## src/rtl/serial_rx_pkg.sv

```systemverilog
// Shared types for the serial receiver.
// Assumes: one character is handled at a time; the error set is fixed.
package serial_rx_pkg;

    typedef enum logic [2:0] {
        ST_IDLE,
        ST_START,
        ST_DATA,
        ST_PAR,
        ST_STOP
    } rx_state_e;

    typedef struct packed {
        logic framing;
        logic parity;
        logic noise;
    } rx_err_t;

endpackage

```

## src/rtl/serial_rx_sync.sv

```systemverilog
// Synchroniser chain that brings the asynchronous line into the clock domain.
// Assumes: STAGES >= 2; the line idles high, so every stage resets to 1.
module serial_rx_sync #(
    parameter int STAGES = 2
) (
    input  logic clk,
    input  logic rst_n,
    input  logic d_async,
    output logic d_sync
);
    logic [STAGES-1:0] chain_q;

    // Shift the raw line through the chain of flops.
    always_ff @(posedge clk) begin
        if (!rst_n) chain_q <= '1;
        else        chain_q <= {chain_q[STAGES-2:0], d_async};
    end

    assign d_sync = chain_q[STAGES-1];
endmodule

```

## src/rtl/serial_rx_frame.sv

```systemverilog
// Frame engine: finds the start edge, counts samples within each bit and
// votes over three mid-bit samples. It then assembles the data bits, checks
// parity and the stop bit, and emits a one-cycle done pulse with the results.
// Assumes: tick is a single-cycle pulse; OS_MAX is a power of two >= 8.
module serial_rx_frame
    import serial_rx_pkg::*;
#(
    parameter int DATA_W = 8,
    parameter int OS_MAX = 16
) (
    input  logic              clk,
    input  logic              rst_n,
    input  logic              rx_s,
    input  logic              tick,
    input  logic              par_en,
    input  logic              par_odd,
    input  logic              os_x8,
    output logic              done,
    output logic [DATA_W-1:0] data,
    output rx_err_t           err
);
    localparam int CNT_W = $clog2(OS_MAX);
    localparam int BIT_W = $clog2(DATA_W);
    localparam logic [CNT_W-1:0] MID_FULL  = CNT_W'(OS_MAX / 2);
    localparam logic [CNT_W-1:0] MID_HALF  = CNT_W'(OS_MAX / 4);
    localparam logic [CNT_W-1:0] LAST_FULL = CNT_W'(OS_MAX - 1);
    localparam logic [CNT_W-1:0] LAST_HALF = CNT_W'(OS_MAX / 2 - 1);
    localparam logic [BIT_W-1:0] LAST_BIT  = BIT_W'(DATA_W - 1);

    rx_state_e          state;
    logic [CNT_W-1:0]   cnt;
    logic [BIT_W-1:0]   bit_idx;
    logic [DATA_W-1:0]  shreg;
    logic [1:0]         votes;
    logic               pen_l, podd_l, x8_l, noise_l, perr_l;
    logic [CNT_W-1:0]   mid_c, mid_m1, mid_p1, last_c;
    logic               vote;

    // Select the mid-bit window and the bit length for the captured rate.
    always_comb begin
        mid_c  = x8_l ? MID_HALF  : MID_FULL;
        last_c = x8_l ? LAST_HALF : LAST_FULL;
        mid_m1 = mid_c - 1'b1;
        mid_p1 = mid_c + 1'b1;
        vote   = (votes[1] & votes[0]) | (votes[1] & rx_s) | (votes[0] & rx_s);
    end

    // Sequence through the frame one oversampling tick at a time.
    always_ff @(posedge clk) begin
        if (!rst_n) begin
            state   <= ST_IDLE;
            cnt     <= '0;
            bit_idx <= '0;
            shreg   <= '0;
            votes   <= '0;
            pen_l   <= 1'b0;
            podd_l  <= 1'b0;
            x8_l    <= 1'b0;
            noise_l <= 1'b0;
            perr_l  <= 1'b0;
            done    <= 1'b0;
            err     <= '0;
        end else begin
            done <= 1'b0;
            if (tick) begin
                if (state == ST_IDLE) begin
                    if (!rx_s) begin
                        state   <= ST_START;
                        cnt     <= CNT_W'(1);
                        pen_l   <= par_en;
                        podd_l  <= par_odd;
                        x8_l    <= os_x8;
                        noise_l <= 1'b0;
                        perr_l  <= 1'b0;
                    end
                end else begin
                    cnt <= (cnt == last_c) ? '0 : cnt + 1'b1;
                    if (cnt == mid_m1) votes[1] <= rx_s;
                    if (cnt == mid_c)  votes[0] <= rx_s;
                    unique case (state)
                        ST_START: begin
                            if (rx_s) noise_l <= 1'b1;
                            if (cnt == mid_p1 && vote) begin
                                state <= ST_IDLE;
                            end else if (cnt == last_c) begin
                                state   <= ST_DATA;
                                bit_idx <= '0;
                            end
                        end
                        ST_DATA: begin
                            if (cnt == mid_p1) shreg <= {vote, shreg[DATA_W-1:1]};
                            if (cnt == last_c) begin
                                if (bit_idx == LAST_BIT) state <= pen_l ? ST_PAR : ST_STOP;
                                else                     bit_idx <= bit_idx + 1'b1;
                            end
                        end
                        ST_PAR: begin
                            if (cnt == mid_p1) perr_l <= vote ^ (^shreg) ^ podd_l;
                            if (cnt == last_c) state <= ST_STOP;
                        end
                        ST_STOP: begin
                            if (cnt == mid_p1) begin
                                state       <= ST_IDLE;
                                done        <= 1'b1;
                                err.framing <= ~vote;
                                err.parity  <= pen_l & perr_l;
                                err.noise   <= noise_l;
                            end
                        end
                        default: ;
                    endcase
                end
            end
        end
    end

    assign data = shreg;

    // the completion pulse lasts exactly one clock
    a_r2_done_single: assert property (@(posedge clk) disable iff (!rst_n)
        done |=> !done);
    // at 8x the sample index never passes the shorter bit length
    a_r3_cnt_in_range: assert property (@(posedge clk) disable iff (!rst_n)
        (state != ST_IDLE && x8_l) |-> (cnt <= LAST_HALF));
    // a start bit that votes 1 drops back to idle with no character
    a_r5_false_start: assert property (@(posedge clk) disable iff (!rst_n)
        (tick && state == ST_START && cnt == mid_p1 && vote) |=> (state == ST_IDLE && !done));
endmodule

```

## src/rtl/serial_rx_status.sv

```systemverilog
// Holding register and status flags. It loads a finished character unless
// unread data is still held, in which case it flags an overrun instead.
// A read clears the flags.
// Assumes: done is a one-cycle pulse; a read in the same cycle frees the register.
module serial_rx_status
    import serial_rx_pkg::*;
#(
    parameter int DATA_W = 8
) (
    input  logic              clk,
    input  logic              rst_n,
    input  logic              done,
    input  logic [DATA_W-1:0] data_in,
    input  rx_err_t           err_in,
    input  logic              rd,
    output logic [DATA_W-1:0] data_q,
    output logic              avail,
    output logic              ovr,
    output rx_err_t           err_q,
    output logic              irq
);
    logic blocked;
    assign blocked = avail & ~rd;

    // Apply the read clear first, then load or flag the new character.
    always_ff @(posedge clk) begin
        if (!rst_n) begin
            data_q <= '0;
            avail  <= 1'b0;
            ovr    <= 1'b0;
            err_q  <= '0;
        end else begin
            if (rd) begin
                avail <= 1'b0;
                ovr   <= 1'b0;
                err_q <= '0;
            end
            if (done) begin
                if (blocked) begin
                    ovr <= 1'b1;
                end else begin
                    data_q <= data_in;
                    avail  <= 1'b1;
                    err_q  <= err_in;
                end
            end
        end
    end

    // Request service while a character or an overrun is pending.
    always_comb irq = avail | ovr;

    // an overrun keeps the held character
    a_r9_overrun_keeps: assert property (@(posedge clk) disable iff (!rst_n)
        (done && blocked) |=> (ovr && avail && $stable(data_q)));
    // an accepted character lands in the holding register
    a_r2_load: assert property (@(posedge clk) disable iff (!rst_n)
        (done && !blocked) |=> (avail && data_q == $past(data_in)));
    // a read with no arrival clears every flag
    a_r10_read_clears: assert property (@(posedge clk) disable iff (!rst_n)
        (rd && !done) |=> (!avail && !ovr && err_q == '0));
endmodule

```

## src/rtl/serial_rx_unit.sv

```systemverilog
// Top of the serial receiver: synchroniser, frame engine and status register.
// Assumes: os_tick comes from an external rate generator at 16x or 8x baud.
module serial_rx_unit
    import serial_rx_pkg::*;
#(
    parameter int DATA_W      = 8,
    parameter int OS_MAX      = 16,
    parameter int SYNC_STAGES = 2
) (
    input  logic              clk,
    input  logic              rst_n,
    input  logic              rx_line,
    input  logic              os_tick,
    input  logic              par_en,
    input  logic              par_odd,
    input  logic              os_x8,
    input  logic              rd_strobe,
    output logic [DATA_W-1:0] rx_data,
    output logic              st_avail,
    output logic              st_overrun,
    output logic              st_framing,
    output logic              st_parity,
    output logic              st_noise,
    output logic              irq
);
    logic              rx_s;
    logic              fr_done;
    logic [DATA_W-1:0] fr_data;
    rx_err_t           fr_err;
    rx_err_t           st_err;

    serial_rx_sync #(.STAGES(SYNC_STAGES)) u_sync (
        .clk(clk), .rst_n(rst_n), .d_async(rx_line), .d_sync(rx_s)
    );

    serial_rx_frame #(.DATA_W(DATA_W), .OS_MAX(OS_MAX)) u_frame (
        .clk(clk), .rst_n(rst_n), .rx_s(rx_s), .tick(os_tick),
        .par_en(par_en), .par_odd(par_odd), .os_x8(os_x8),
        .done(fr_done), .data(fr_data), .err(fr_err)
    );

    serial_rx_status #(.DATA_W(DATA_W)) u_status (
        .clk(clk), .rst_n(rst_n), .done(fr_done), .data_in(fr_data),
        .err_in(fr_err), .rd(rd_strobe), .data_q(rx_data),
        .avail(st_avail), .ovr(st_overrun), .err_q(st_err), .irq(irq)
    );

    assign st_framing = st_err.framing;
    assign st_parity  = st_err.parity;
    assign st_noise   = st_err.noise;
endmodule

```

## config.mk

```make
export PLATFORM = sky130hd
export DESIGN_NAME = serial_rx_unit
export DESIGN_NICKNAME = d
export VERILOG_FILES = /design/src/rtl/serial_rx_pkg.sv /design/src/rtl/serial_rx_sync.sv /design/src/rtl/serial_rx_frame.sv /design/src/rtl/serial_rx_status.sv /design/src/rtl/serial_rx_unit.sv
export SDC_FILE = /design/constraint.sdc
export NUM_CORES = 1
export LEC_CHECK = 0
export BUFFER_PORTS_ARGS = -buffer_cell sky130_fd_sc_hd__buf_4
export CORE_MARGIN = 3
export CORE_UTILIZATION = 58
export DETAILED_ROUTE_END_ITERATION = 10
export GPL_TIMING_DRIVEN = 0
export HOLD_SLACK_MARGIN = 0.05
export PLACE_DENSITY_LB_ADDON = 0.15
export RECOVER_POWER = 50
export SLEW_MARGIN = 20
export SYNTH_ARGS = -nofsm -noshare
export SYNTH_HDL_FRONTEND = slang
export SYNTH_HIERARCHICAL = 1
export SYNTH_SLANG_ARGS = --single-unit
```

## constraint.sdc

```tcl
create_clock -name clk -period 1.95 [get_ports clk]
set_input_delay 0.2925 -clock clk [delete_from_list [all_inputs] [get_ports clk]]
set_output_delay 0.2925 -clock clk [all_outputs]
set_load 0.02 [all_outputs]
```

# [Word level (Yosys, flattened, before mapping)]
# Cells that the tools add are included.
# Widths: inputs -> output; s select.
[totals] register_bits=44 wordCells=121
[op_classes] addsub=4 eq_ne=19 muxes=37 bitwise_logic=18 reduce_logical=21
[op_table] operator="$mux 3" count=16
[op_table] operator="$mux 4" count=5
[op_table] operator="$eq 4x4->1" count=4
[op_table] operator="$reduce_and 4->1" count=4
[op_table] operator="$mux 1" count=14
[op_table] operator="$ne 3x1->1 const B" count=4
[op_table] operator="$pmux 3 s4" count=1
[op_table] operator="$reduce_bool 2->1" count=5
[op_table] operator="$reduce_and 3->1" count=3
[op_table] operator="$add 4x1->4 const B" count=2
[op_table] operator="$not 1->1" count=8
[op_table] operator="$reduce_and 8->1" count=1
[op_table] operator="$reduce_xor 8->1" count=1
[op_table] operator="$reduce_and 7->1" count=1
[op_table] operator="$eq 3x2->1 const B" count=2
[op_table] operator="$eq 3x3->1 const B" count=2
[op_table] operator="$ne 2x2->1 const B" count=3
[op_table] operator="$pmux 3 s2" count=1
[op_table] operator="$and 1x1->1" count=5
[op_table] operator="$reduce_bool 5->1" count=1
[op_table] operator="$ne 2x1->1 const B" count=2
[op_table] operator="$ne 4x1->1 const B" count=1
[op_table] operator="$reduce_and 2->1" count=2
[op_table] operator="$reduce_or 4->1" count=1
[op_table] operator="other kinds (7)" count=10

# [Longest topological paths before layout]
# Gate-level depths: netlist of run 1.
[logic_depth] ltp_word=8 mapped_depth=7 ltp_nobuf=7

# [Modules after synthesis]
# Netlist of run 1, hierarchy kept.
[modules_own_cells] module="serial_rx_frame" instances=1 cells_each=179 area_per_inst_um2=1574.0
[modules_own_cells] module="serial_rx_status" instances=1 cells_each=58 area_per_inst_um2=533.0
[modules_own_cells] module="serial_rx_sync" instances=1 cells_each=4 area_per_inst_um2=52.6

# [Worst setup path after synthesis of run 1]
# No wires, ideal clock.
[synth_timing] path_type="flip-flop to flip-flop" startpoint="register u_frame.cnt[0]" endpoint="register u_frame.state[1]" arrival_ns=1.640 slack_ns=0.238 path_stages_with_launch=7 n_path_buf=0 period_less_slack_ns=1.712 cell_sequence="dfxtp_1 > ha_1 > or4bb_1 > a21oi_1 > o221ai_1 > nor2_2 > mux2i_1"
[synth_via] elab_chain_len=5 word_cells_on_any_way=11 classes_between="eq/ne: 6; mux: 3; reduce/logical: 2"
[synth_lines] item="start: declaration" line="serial_rx_frame.sv:31" text="logic [CNT_W-1:0] cnt;"
[synth_lines] item="start signal: assignment" line="serial_rx_frame.sv:77" text="cnt <= (cnt == last_c) ? '0 : cnt + 1'b1;"
[synth_lines] item="$eq 4x4->1" line="serial_rx_frame.sv:83, serial_rx_frame.sv:102"
[synth_lines] item="$logic_and 1x1->1" line="serial_rx_frame.sv:83" text="if (cnt == mid_p1 && vote) begin"
[synth_lines] item="$mux 3" line="serial_rx_frame.sv:83"
[synth_lines] item="$pmux 3 s4" line="serial_rx_frame.sv:80" text="unique case (state)"
[synth_lines] item="$mux 3" line="serial_rx_frame.sv:66" text="if (state == ST_IDLE) begin"
[synth_lines] item="end signal: assignment" line="serial_rx_frame.sv:93" text="if (bit_idx == LAST_BIT) state <= pen_l ? ST_PAR : ST_STOP;"
[synth_lines] item="end: declaration" line="serial_rx_frame.sv:30" text="rx_state_e state;"
# Parallel ways exist; a longest one is shown, timed or not.
# A chain may end at the register's enable or synchronous reset.

# [Worst setup path after layout of run 1]
[layout_timing] startpoint="register u_frame.cnt[3]" endpoint="register u_frame/err[1] in the netlist's numbering"
[layout_via] elab_chain_len=2
[layout_lines] item="$eq 4x4->1" line="serial_rx_frame.sv:102" text="if (cnt == mid_p1) begin"
[layout_lines] item="$reduce_and 4->1 (no source line)"
[layout_lines] item="end: declaration" line="serial_rx_frame.sv:20" text="output rx_err_t err"
# No other way between the ends.

==> results of run 1 <==
## area by class of cell
| cell class | instances | area (um2) | share of cell area |
|---|---|---|---|
| buffer | 12 | 57.6 | 0.0232 |
| clock buffer | 5 | 68.8 | 0.0277 |
| clock inverter | 2 | 60.1 | 0.0242 |
| inverter | 7 | 26.3 | 0.0106 |
| multi-input combinational | 178 | 1200 | 0.485 |
| sequential | 44 | 882 | 0.355 |
| tap | 46 | 57.6 | 0.0232 |
| timing repair buffer | 23 | 128 | 0.0514 |
## logic make-up after synthesis
family | after synthesis | share of synthesized area
AOI/OAI and AO/OA | 38 | 0.121
xor gates and xnor gates | 11 | 0.0446
and+or+nand+nor | 97 | 0.231
buffers and inverters | 19 | 0.0423
DFF | 44 | 0.408
adders and majority gates | 6 | 0.0336
muxes | 26 | 0.121
## flip-flops by register name (all words and copies together), names as in the netlist
name and cells:
u_frame/done 1, u_frame/x8_l 1, u_frame/bit_idx 3, u_frame/err 3, u_frame/votes 2, u_frame/podd_l 1
u_status/ovr 1, u_status/data_q 8, u_sync/chain_q 2, u_status/avail 1, u_frame/pen_l 1, u_status/err_q 3
u_frame/state 3, u_frame/data 8, u_frame/cnt 4, u_frame/noise_l 1, u_frame/perr_l 1
## through the flow
stage,cell area (um2),instances,power (mW)
after global placement,2370,307,1.04
final,2480,317,1.83
after global routing,2480,317,1.90
after floorplan,2160,241,1.01
after CTS,2500,314,1.84
after detailed placement,2370,307,1.05
## critical path, cell delays in order (launching register included)
cell and delay [ns]:
dfxtp_1 0.44, or3b_4 0.46, a21boi_4 0.25, buf_4 0.16
nand4_4 0.14, or2_1 0.27, a21oi_2 0.12
## routing by layer
layer | wire [um] | up-vias | GRT usage
met1 | 2050 | 801 | 0.281
met2 | 2020 | 50 | 0.330
li1 | - | 889 | -
met5 | 0 | - | 0
met3 | 266 | 6 | 0.0405
met4 | 57 | 0 | 0.0582
## worst min path at each step
stage | startpoint | to | slack, ns | cells past startpoint
final | rd_strobe | u_status/ovr | 0.19 | 2
after global routing | rd_strobe | u_status/ovr | 0.19 | 2
after CTS | rx_line | u_sync/chain_q[0] | 0.20 | 2
after detailed placement | u_sync/chain_q[0] | u_sync/chain_q[1] | 0.43 | 1
after global placement | u_sync/chain_q[0] | u_sync/chain_q[1] | 0.41 | 1
after floorplan | rst_n | u_sync/chain_q[0] | 0.37 | 1
## cell usage in the layout, fill, tap and decap left out, drive strengths merged, types with 2 or more instances in the layout
| master | netlist | final |
|---|---|---|
| dfxtp | 44 | 44 |
| or3b | 2 | 2 |
| clkbuf | 5 | 24 |
| ha | 5 | 5 |
| a21oi | 11 | 11 |
| xnor2 | 7 | 7 |
| inv | 7 | 7 |
| or3 | 2 | 2 |
| nor2b | 3 | 3 |
| nor2 | 22 | 22 |
| nand2b | 3 | 3 |
| nor3 | 6 | 6 |
| a22oi | 3 | 3 |
| nand3 | 5 | 5 |
| bufinv | 0 | 2 |
| o21a | 2 | 2 |
| or2 | 3 | 3 |
| o21ai | 8 | 8 |
| nor3b | 2 | 2 |
| mux2i | 26 | 26 |
| buf | 7 | 16 |
| nand2 | 41 | 41 |
| xor2 | 4 | 4 |
| o22ai | 3 | 3 |
| or4 | 2 | 2 |
## power breakdown
| group | switching (mW) | internal, mW |
|---|---|---|
| clock | 0.297 | 0.504 |
| sequential | 0.00869 | 0.907 |
| combinational | 0.0742 | 0.0413 |
| total | 0.380 | 1.45 |
## repair_timing
action / in CTS / in global routing
setup endpoints to repair: 1 / 11
pin swaps: 0 / 2
resized for setup: 1 / 5
hold endpoints to repair: 0 / 0
buffers inserted: 0 / 3
==> run metrics, run 1 <==
R2R cell count 6; post-route ant nets 0; cts hold-fix bufs 0; final hold slack 0.194 ns; Max Slew Vio Count 0; top cell type by total area after synthesis dfxtp_1; Sink Count 44; die height 67.0 um; initial DRC count 113; Synth async-reset ratio 0; Core Box Area 3470 um2; CP Launch Type flip-flop; CTS H-tree depth 2; Clock Root Buffer clkbuf_8; WL per Instance 13.9 um; CTS Buffer Depth 2; fin crit share 0.971; Leak 1.01 nW; Final Hold Viols 0; Post-Syn Area 2160 um2; CTS tree done; library cells used by synthesis 52; kind of critical path flip-flop to flip-flop; min-delay worst type input pin to flip-flop; final global-route overflow total 0; hpwl dp 3050 um; endpoints failing setup 0; Reg clk slew, reported paths 0.08 ns; TritonCTS buffer count 5; Nets 284; I/O pin count 22; Rel. slew slack 0.633; share of the synthesized area in the top cell type 0.408; FF-to-FF End u_frame/err[1]; Slew @ Worst Pin 0.551 ns; Final Skew 0.00605 ns; number of diodes 0; vias per cell 5.51; sequential area share after synthesis 0.408; Worst Path Required 2.17 ns; Synth area leaders dfxtp_1 41%, mux2i_1 12%, nand2_1 7.1%, nor2_1 3.7%, ha_1 2.9%; Max Cap Violations 0; RSZ-0062 raised after global routing yes; Seq cells post-synth 44; die width 67.0 um; Worst R2R Start u_frame/cnt[3]; synth cell count leaders 44 x dfxtp_1, 41 x nand2_1, 26 x mux2i_1, 21 x nor2_1, 10 x a21oi_1; Syn Inst Count 241; input/output buffers 20; Critical Path Start u_frame/cnt[3]; EDFF count, synth 0; Synth Warn # 6; largest net degree at the start of global routing 14; Setup TNS 0 ns; GR Util All Layers 0.207; worst path arrival time 2.12 ns; antenna violations before repair 0; drt drc 0; Setup crit end u_frame/err[1]; DR pass1 iterations 4; fillers 289; Worst setup EP type flip-flop; vias in the first global route 1549; Final min period 1.89 ns; post-layout util 0.716; critical path peak fanout 7; status complete, no violations; Top FF cell, synth dfxtp_1; Area Overhead vs Synth 15.1%; max frequency 0.528 GHz; first-pass GRT wire length 7140 um; power per cell area 737 nW/um2; Vias 1746; dpl ws 0.0327 ns; R2R setup slack 0.06 ns; share of cells above drive strength 1 0.148; RePlAce Congestion 0.872; Post-Route WL 4400 um; synthesized area per cell 8.96 um2; Worst-Skew Late Latency 0.29 ns; most numerous cell in the Yosys netlist dfxtp_1; Rows 21; die footprint 4490 um2; Post-Syn Nets 254; Worst Slack Setup Final 0.0563 ns; maximum VDD drop 0.000693 V; starting density of the core 0.623
Power figures use the tool's default switching activity.
==> run 2: changes to the inputs <==
Settings changed: REMOVE_ABC_BUFFERS from default to 1.
==> run 2 against run 1 <==
Compared with the run above:
- total power shrank 8.1%
- clock-buffer cell count grew 1
- die area unchanged
- worst hold slack got worse by 0.0095 ns
- sequential share of layout area is 1.8 points higher
- first-iteration DRC count down 38%
- combinational power is 15% lower
- worst setup slack improved by 0.086 ns
- global-route usage is 1.6 points lower
- via count down 3.6%
- largest cell class unchanged
==> run metrics, run 2 (same netlist as run 1, synthesis figures left out) <==
Area Overhead vs Synth 9.97%; status complete, no violations; Max Cap Violations 0; Reg clk slew, reported paths 0.08 ns; final global-route overflow total 0; maximum VDD drop 0.000493 V; Nets 270; Final Skew 0.00584 ns; starting density of the core 0.623; die footprint 4490 um2; Rows 21; Post-Route WL 3840 um; Max Slew Vio Count 0; Final Hold Viols 0; most frequent cells in the layout 41 x nand2_1, 41 x dfxtp_1, 26 x mux2i_1; vias per cell 5.54; Overall Power 1.68 mW; TritonCTS buffer count 5; Critical Path Slowest Stage Cell or4bb_1; input/output buffers 21; GR Util All Layers 0.190; CTS tree done; min-delay worst type input pin to flip-flop; initial DRC count 70; dpl ws 0.0203 ns; largest net degree at the start of global routing 38; Buf/Inv on CP 1; endpoints failing setup 0; RePlAce Congestion 0.816; post-route ant nets 0; Non-Filler Cell Area, Final 2370 um2; DR pass1 iterations 4; post-layout util 0.685; placed cell count 296; drt drc 0; fillers 304; final hold slack 0.184 ns; placed cell areas 2310 um2; hpwl dp 2610 um; die height 67.0 um; first-pass GRT wire length 6580 um; number of diodes 0; CP delay by family, top simple AND/OR/NAND/NOR gates; Setup TNS 0 ns; Worst Slack Setup Final 0.142 ns; CTS H-tree depth 2; Core Box Area 3470 um2; Sink Count 44; antenna violations before repair 0; power per cell area 709 nW/um2; Vias 1684; fin crit share 0.927; Slew @ Worst Pin 0.933 ns; CP Launch Type flip-flop; max frequency 0.553 GHz; final cell count without fillers 304; Rel. slew slack 0.377; share of cells above drive strength 1 0.112; kind of critical path flip-flop to flip-flop; critical path, cell by cell inv_1 -> ha_1 -> or4bb_1 -> a21oi_1 -> o221ai_2 -> nor2_2 -> mux2i_1; die width 67.0 um; WL per Instance 12.6 um; Worst-Skew Late Latency 0.29 ns; Leak 0.947 nW; worst path arrival time 2.03 ns; Final min period 1.81 ns; critical path peak fanout 4; CTS Buffer Depth 2; I/O pin count 22; Worst Path Required 2.17 ns; vias in the first global route 1469; Clock Root Buffer clkbuf_8; slowest stage delay, CP 0.48 ns; Post-CTS Repair Setup Buffers 0; Worst setup EP type flip-flop; RSZ-0062 raised after global routing no
-- run 2: area by class of cell --
cell class | instances | area [um2] | share of cell area
Tap cell | 46 | 57.6 | 0.0242
Clock buffer | 6 | 72.6 | 0.0306
Timing Repair Buffer | 21 | 105 | 0.0443
Multi-Input combinational cell | 178 | 1190 | 0.503
Inverter | 7 | 26.3 | 0.0111
Sequential cell | 44 | 885 | 0.372
Clock inverter | 2 | 35.0 | 0.0148
-- run 2: power breakdown --
| group | internal, mW | switching (mW) |
|---|---|---|
| Sequential | 0.907 | 0.0154 |
| Combinational | 0.0371 | 0.0606 |
| Clock | 0.380 | 0.284 |
| Total | 1.32 | 0.360 |
-- run 2: metal layers --
metal  vias up  part of all wire  GRT usage
met5         -                 0          0
met4         0             0.012     0.0937
met3         5             0.054     0.0405
met2        40              0.43      0.276
met1       783              0.50      0.264
li1        856                 -          -
-- run 2: final timing paths --
kind                                         from                 to  slack, ns  cells after the start
worst min register to register  u_sync/chain_q[0]  u_sync/chain_q[1]       0.41                      1
worst max register to register     u_frame/cnt[1]   u_frame/state[1]       0.14                      7
worst min-delay path                    rd_strobe       u_status/ovr       0.18                      2
worst max-delay path               u_frame/cnt[1]   u_frame/state[1]       0.14                      7
-- run 2: what timing repair did --
action                                  in CTS  in global routing
gates resized for setup                      0                  7
hold buffers                                 0                  0
endpoints found under the setup margin       0                 18
